==> src/rtl/pfx_pkg.sv <==
package pfx_pkg;

    typedef enum logic [2:0] {
        K_PLAIN = 3'd0,
        K_PAGE1 = 3'd1,
        K_PAGE2 = 3'd2,
        K_PAGE3 = 3'd3,
        K_DST   = 3'd4,
        K_SRC   = 3'd5,
        K_BIND  = 3'd6,
        K_RSVD  = 3'd7
    } op_kind_e;

    localparam int ST_W    = 16;
    localparam int ST_Z    = 1;
    localparam int ST_C    = 2;
    localparam int ST_S    = 3;
    localparam int ST_V    = 4;
    localparam int ST_PLO  = 8;
    localparam int ST_PHI  = 9;
    localparam int ST_BIND = 12;

    typedef struct packed {
        logic v;
        logic s;
        logic c;
        logic z;
    } cond_t;

    typedef struct packed {
        logic hi;
        logic lo;
    } page_t;

    function automatic logic is_plain(op_kind_e k);
        return (k == K_PLAIN) || (k == K_RSVD);
    endfunction

    function automatic page_t page_of(op_kind_e k);
        page_t p;
        p.lo = (k == K_PAGE1) || (k == K_PAGE3);
        p.hi = (k == K_PAGE2) || (k == K_PAGE3);
        return p;
    endfunction

endpackage

==> src/rtl/pfx_pipe.sv <==
module pfx_pipe #(
    parameter int BYTE_W = 8
) (
    input  logic              clk,
    input  logic              rst,
    input  logic              load,
    input  logic [BYTE_W-1:0] din,
    output logic [BYTE_W-1:0] q
);
    always_ff @(posedge clk) begin
        if (rst)
            q <= '0;
        else if (load)
            q <= din;
    end
endmodule

==> src/rtl/pfx_mode.sv <==
module pfx_mode
    import pfx_pkg::*;
#(
    parameter int SEL_W = 4
) (
    input  logic             clk,
    input  logic             rst,
    input  logic             step,
    input  op_kind_e         kind,
    input  logic [SEL_W-1:0] reg_in,
    output page_t            page,
    output logic             bind_f,
    output logic [SEL_W-1:0] src,
    output logic [SEL_W-1:0] dst
);
    always_ff @(posedge clk) begin
        if (rst) begin
            page   <= '0;
            bind_f <= 1'b0;
            src    <= '0;
            dst    <= '0;
        end else if (step) begin
            case (kind)
                K_PAGE1, K_PAGE2, K_PAGE3: page <= page_of(kind);
                K_DST:  dst <= reg_in;
                K_SRC:  src <= reg_in;
                K_BIND: begin
                    bind_f <= 1'b1;
                    src    <= reg_in;
                    dst    <= reg_in;
                end
                default: begin
                    page   <= '0;
                    bind_f <= 1'b0;
                    src    <= '0;
                    dst    <= '0;
                end
            endcase
        end
    end
endmodule

==> src/rtl/pfx_cond.sv <==
module pfx_cond
    import pfx_pkg::*;
#(
    parameter int DATA_W = 16
) (
    input  logic              clk,
    input  logic              rst,
    input  logic              upd_zs,
    input  logic              upd_cv,
    input  logic [DATA_W-1:0] res,
    input  logic              cy,
    input  logic              ov,
    output cond_t             cond
);
    always_ff @(posedge clk) begin
        if (rst) begin
            cond <= '0;
        end else begin
            if (upd_zs) begin
                cond.z <= (res == '0);
                cond.s <= res[DATA_W-1];
            end
            if (upd_cv) begin
                cond.c <= cy;
                cond.v <= ov;
            end
        end
    end
endmodule

==> src/rtl/pfx_decode_front.sv <==
module pfx_decode_front
    import pfx_pkg::*;
#(
    parameter int BYTE_W  = 8,
    parameter int DATA_W  = 16,
    parameter int NREG    = 16,
    parameter int ROMBUF_REG = 14,
    localparam int SEL_W  = $clog2(NREG),
    localparam int IDX_W  = BYTE_W + 2
) (
    input  logic              clk,
    input  logic              rst,
    input  logic              step,
    input  logic              pipe_fill,
    input  logic [BYTE_W-1:0] fetch_byte,
    input  logic [2:0]        op_kind,
    input  logic [SEL_W-1:0]  op_reg,
    input  logic [DATA_W-1:0] result,
    input  logic              upd_zs,
    input  logic              upd_cv,
    input  logic              carry_in,
    input  logic              ovf_in,
    input  logic              wr_en,
    output logic [IDX_W-1:0]  dec_index,
    output logic [SEL_W-1:0]  src_sel,
    output logic [SEL_W-1:0]  dst_sel,
    output logic [ST_W-1:0]   status,
    output logic              rom_refresh
);
    op_kind_e          kind;
    logic              plain_step;
    logic [BYTE_W-1:0] pipe_q;
    page_t             page;
    logic              bind_f;
    cond_t             cond;

    assign kind       = op_kind_e'(op_kind);
    assign plain_step = step && is_plain(kind);

    pfx_pipe #(.BYTE_W(BYTE_W)) u_pipe (
        .clk (clk),
        .rst (rst),
        .load(step | pipe_fill),
        .din (fetch_byte),
        .q   (pipe_q)
    );

    pfx_mode #(.SEL_W(SEL_W)) u_mode (
        .clk   (clk),
        .rst   (rst),
        .step  (step),
        .kind  (kind),
        .reg_in(op_reg),
        .page  (page),
        .bind_f(bind_f),
        .src   (src_sel),
        .dst   (dst_sel)
    );

    pfx_cond #(.DATA_W(DATA_W)) u_cond (
        .clk   (clk),
        .rst   (rst),
        .upd_zs(plain_step & upd_zs),
        .upd_cv(plain_step & upd_cv),
        .res   (result),
        .cy    (carry_in),
        .ov    (ovf_in),
        .cond  (cond)
    );

    always_ff @(posedge clk) begin
        if (rst)
            rom_refresh <= 1'b0;
        else
            rom_refresh <= plain_step && wr_en &&
                           (dst_sel == SEL_W'(ROMBUF_REG));
    end

    assign dec_index = {page.hi, page.lo, pipe_q};

    always_comb begin
        status          = '0;
        status[ST_Z]    = cond.z;
        status[ST_C]    = cond.c;
        status[ST_S]    = cond.s;
        status[ST_V]    = cond.v;
        status[ST_PLO]  = page.lo;
        status[ST_PHI]  = page.hi;
        status[ST_BIND] = bind_f;
    end
endmodule

==> config.mk <==
export PLATFORM = sky130hd
export DESIGN_NAME = pfx_decode_front
export DESIGN_NICKNAME = d
export VERILOG_FILES = /design/src/rtl/pfx_pkg.sv /design/src/rtl/pfx_pipe.sv /design/src/rtl/pfx_mode.sv /design/src/rtl/pfx_cond.sv /design/src/rtl/pfx_decode_front.sv
export SDC_FILE = /design/constraint.sdc
export NUM_CORES = 1
export LEC_CHECK = 0
export ABC_AREA = 1
export CAP_MARGIN = 20
export CORE_AREA = 2 2 51 53
export DETAILED_ROUTE_END_ITERATION = 6
export DIE_AREA = 0 0 53 55
export DONT_BUFFER_PORTS = 1
export PLACE_DENSITY = 0.82
export SETUP_SLACK_MARGIN = 0.05
export SLEW_MARGIN = 20
export SYNTH_ARGS = -nofsm -noshare
export SYNTH_HDL_FRONTEND = slang
export SYNTH_SLANG_ARGS = --single-unit
==> constraint.sdc <==
create_clock -name clk -period 0.8 [get_ports clk]
set_clock_uncertainty 0.1 [all_clocks]
set_input_delay 0.04 -clock clk [delete_from_list [all_inputs] [get_ports clk]]
set_output_delay 0.04 -clock clk [all_outputs]
set_load 0.1 [all_outputs]
==> impl_metrics.py, run 1 <==
metrics = {
    "place": {
        "place_congestion": 0.806,
        "port_buffers": 0,
        "dp.cells": 239,
        "dp_hpwl_um": 2730,
    },
    "synth": {
        "seq_area_frac_synth_pct": 38.1,
        "postSynthAreaPerCell_sq_um": 6.70,
        "synth_cells": 188,
        "yosysUniqueCellTypes": 23,
        "yosys_register_bits": 24,
        "yosys_warnings": 0,
        "synth_area_sq_um": 1260,
    },
    "floorplan": {
        "rows": 18,
        "boundaryPins": 75,
        "die_w_um": 53,
        "die_h_um": 55,
        "initial_utilization_pct": 53.3,
    },
    "clocking": {
        "cts_sinks": 24,
        "htreeDepth": 1,
        "cts_buffers": 3,
        "clock-root-buffer": "clkbuf_4",
        "cts.path.max_buffers": 2,
    },
    "global_routing": {
        "grt_max_degree": 15,
        "antenna_found_initial": 0,
    },
    "status": {
        "outcome": "stopped before the end",
        "error": "[ERROR DPL-0033] detailed placement checks failed during check placement.",
        "lastStage": "global routing",
    },
    "timing": {
        "endpoint_type": "output port",
        "worst_endpoint": "status[9]",
    },
}
[cell families after synthesis]
logic type,Yosys count,share of synthesized area (%)
simple gates,94,32.2
buf+inv,45,17.8
flops,24,38.1
compound gates,22,9.63
fa+ha+maj,2,1.99
other cells,1,0.298
[synthesized netlist by cell type (all sizes together)]
master  number  area [sq um]
o21ai       15          86.3
nor3         1          5.00
nand3        4          25.0
nand4        5          43.8
and2         1          6.26
inv         30           113
ha           2          25.0
a21oi        7          35.0
nor2        43           169
nand2       39           149
nand3b       1          7.51
buf         15           111
dfxtp       24           480
conb         1          3.75
[stage by stage]
stage	hold WS [ps]	setup TNS [ps]	cell area (sq um)	worst slack (ps)
2_1_floorplan	73.6	-1610	1400	-139
3_3_place_gp	3.44	-135	1760	-29.2
3_5_place_dp	4.78	-840	1760	-159
4_1_cts	-249	-10670	2190	-303
[timing repair]
| item | in CTS |
|---|---|
| hold buffers | 17 |
| buffers inserted | 12 |
| endpoints found under the hold margin | 24 |
| pin swaps | 10 |
| gates resized for setup | 34 |
| setup endpoints to repair | 34 |
==> inputs of run 2 (changes only) <==
CORE_AREA = 2 2 63 65   (was 2 2 51 53)
DIE_AREA = 0 0 65 67   (was 0 0 53 55)
PLACE_DENSITY = unset   (was 0.82)
PLACE_DENSITY_LB_ADDON = 0.15   (was unset)
SETUP_SLACK_MARGIN = unset   (was 0.05)
clock period = 1 ns   (was 0.8 ns; I/O delays follow)
==> impl_metrics.py, run 2 <==
metrics = {
    "place": {
        "port_buffers": 0,
        "dp.cells": 254,
        "place_congestion": 0.786,
        "post-place-ws_ps": 103,
        "dp_hpwl_um": 2320,
    },
    "floorplan": {
        "dieArea_sq_um": 4360,
        "initial_utilization_pct": 34.9,
        "die_w_um": 65,
        "core_sq_um": 3610,
        "boundaryPins": 75,
        "die_h_um": 67,
        "rows": 22,
    },
    "timing": {
        "hold_viol_final": 12,
        "setup_violations": 4,
        "maxSlewViolCount": 0,
        "post-route-period-util_pct": 102,
        "setup_ws_ps": -20.2,
        "min_period_ps": 1020,
        "tns_ps": -77.1,
        "fmax_mhz": 980,
        "fin_hold_ws_ps": -159,
        "rsz0062_at_grt": "yes",
    },
    "status": {
        "outcome": "finished, violations left",
        "violations": "negative hold slack, negative setup slack",
    },
    "hold_path": {
        "holdCritPathClass": "in -> reg",
    },
    "finish": {
        "finish.utilization_pct": 56.0,
        "n_fill_cell": 321,
        "largest_reg_flops": 8,
        "layout-drive-gt1-share_pct": 27.9,
        "layout.cells.most_common": "nor2_1",
        "area_growth_pct": 60.2,
        "final_cell_mix": "nor2_1 (40), nand2_1 (38), inv_1 (27)",
        "fin_nets": 272,
        "largest-register": "u_pipe.q",
        "diodes": 0,
        "fin_cells": 277,
    },
    "critical_path": {
        "cp_cell_sequence": "buf_12",
        "regToRegSetupSlack_ps": 180,
        "required_ps": 850,
        "crit_fanout": 2,
        "arrival_ps": 870,
        "critical_path_buf_inv_count": 1,
        "endpoint_kind": "output port",
        "critPathKind": "reg -> out",
        "slowest_stage": "dfxtp_4",
        "crit_family": "flip-flops",
        "critPathLaunchType": "flop",
        "critPathMaxStageDelay_ps": 360,
    },
    "synth": {
        "synth_compound_area_share_pct": 9.63,
        "yosys_warnings": 0,
        "postSynthAreaPerCell_sq_um": 6.70,
        "yosys.area_share.simple_pct": 32.2,
        "synth_area_leader_cell": "dfxtp_1",
        "synth_top_family_by_area": "simple AND/OR/NAND/NOR gates",
        "synth-edff-count": 0,
        "ys.flop_type": "dfxtp_1",
        "synth_area_sq_um": 1260,
        "synth_xor_area_share_pct": 0,
        "yosys_register_bits": 24,
        "synth_async_sr_flop_share_pct": 0,
        "seq_area_frac_synth_pct": 38.1,
        "synth.cells.most_frequent": "nor2_1 (40), nand2_1 (38), inv_1 (27)",
        "synth_cells": 188,
        "synthMuxAreaShare_pct": 0,
        "synth_top_cell_area_share_pct": 38.1,
        "yosys-top-cells-area": "dfxtp_1 (38%), nor2_1 (12%), nand2_1 (11%)",
        "synth-adder-area-share_pct": 1.99,
        "yosysUniqueCellTypes": 23,
        "yosysMostFrequentCell": "nor2_1",
    },
    "global_routing": {
        "track_usage_pct": 14.6,
        "busiest_layer": "met2",
        "grt_pass1_vias": 1113,
        "grt_overflow": 0,
        "grt_pass1_wl_um": 4890,
        "grtUsageMet3_pct": 3.04,
        "antenna_found_initial": 0,
        "grt_use_met2_pct": 26.2,
        "grt_max_degree": 18,
        "use_met1_pct": 16.6,
    },
    "clocking": {
        "htreeDepth": 1,
        "cts_tree": "built",
        "cts_buffers": 3,
        "clk_latency_ps": 260,
        "cts_hold_buf": 19,
        "cts_sinks": 24,
        "post-cts-setup-buffers": 0,
        "clock-root-buffer": "clkbuf_8",
        "cts.path.max_buffers": 2,
        "clkSlewWorstSetupHoldPaths_ps": 80,
    },
    "routing": {
        "drtIter0Drc": 37,
        "vias_per_cell": 4.41,
        "vias": 1221,
        "drc": 0,
        "routed_wl_um": 3090,
        "firstDrtPassIters": 4,
        "detail-route-antenna-nets": 0,
        "drt-wirelength-per-cell_um": 11.2,
    },
    "pwr": {
        "leakage_nw": 0.944,
        "peakVddDrop_uv": 750,
        "powerDensity_nw_per_um2": 1460,
        "fin_total_pwr_mw": 2.94,
    },
    "job": {
        "cap_violations": 0,
    },
}
## run 2: cell counts after synthesis
No cell type changed its count.
## run 2: power by group
part           internal, mW  total [mW]  switching (mW)
Combinational         0.338        1.13           0.795
Sequential             1.01        1.08          0.0653
Clock                 0.434       0.729           0.295
Total                  1.78        2.94            1.16
## run 2: cell type report
class | count | area, sq um | share of cell area [%]
clock buffer | 4 | 66.3 | 3.29
sequential | 24 | 546 | 27.0
inverter | 30 | 113 | 5.58
multi-input combinational | 127 | 586 | 29.0
timing repair buffer | 44 | 648 | 32.1
tap | 48 | 60.1 | 2.98
## run 2: path summary, 6_finish.rpt
check / from / end / depth (start not counted)
max: u_mode.page[1]$_SDFFE_PP0P_ / status[9] / 1
min: step / rom_refresh$_SDFF_PP0_ / 2
max reg2reg: u_mode.dst[0]$_SDFFE_PP0P_ / rom_refresh$_SDFF_PP0_ / 3
min reg2reg: u_mode.bind_f$_SDFFE_PP0P_ / u_mode.bind_f$_SDFFE_PP0P_ / 2
## run 2: routing by layer
metal	share of wire [%]	vias to the layer above	wire [um]
li1	-	634	-
met1	40	526	1250
met2	51	53	1580
met3	6.2	8	191
met4	2.3	0	72
met5	0	-	0
## run 2: logic make-up (layout without fill, tap and decap cells)
logic type               after synthesis  in the layout
AO/OA/AOI/OAI                         22             22
other                                  1              9
adder cells (fa/ha/maj)                2              2
buffers and inverters                 45             78
flip-flops                            24             24
AND/OR/NAND/NOR                       94             94
## run 2: timing repair
action                     4_1_cts  5_1_grt
resized for setup               18       16
pin swaps                        0        0
hold endpoints to repair        24       12
setup endpoints to repair       17       17
gates cloned                     0        0
## run 2: worst register-to-register path, cell delays in order, from the launching register on
cell and delay, ps:
dfxtp_4 360, inv_1 50, nand4_1 70, nor3_1 160
## run 2: per-stage QoR
step | hold WS [ps] | cell area, sq um
global placement | 14.5 | 1630
global route | -165 | 2020
detailed placement | 15.8 | 1630
CTS | -163 | 1950
finish | -159 | 2020
floorplan | 83.6 | 1360
Note: power is estimated with default switching activity, not from simulation.
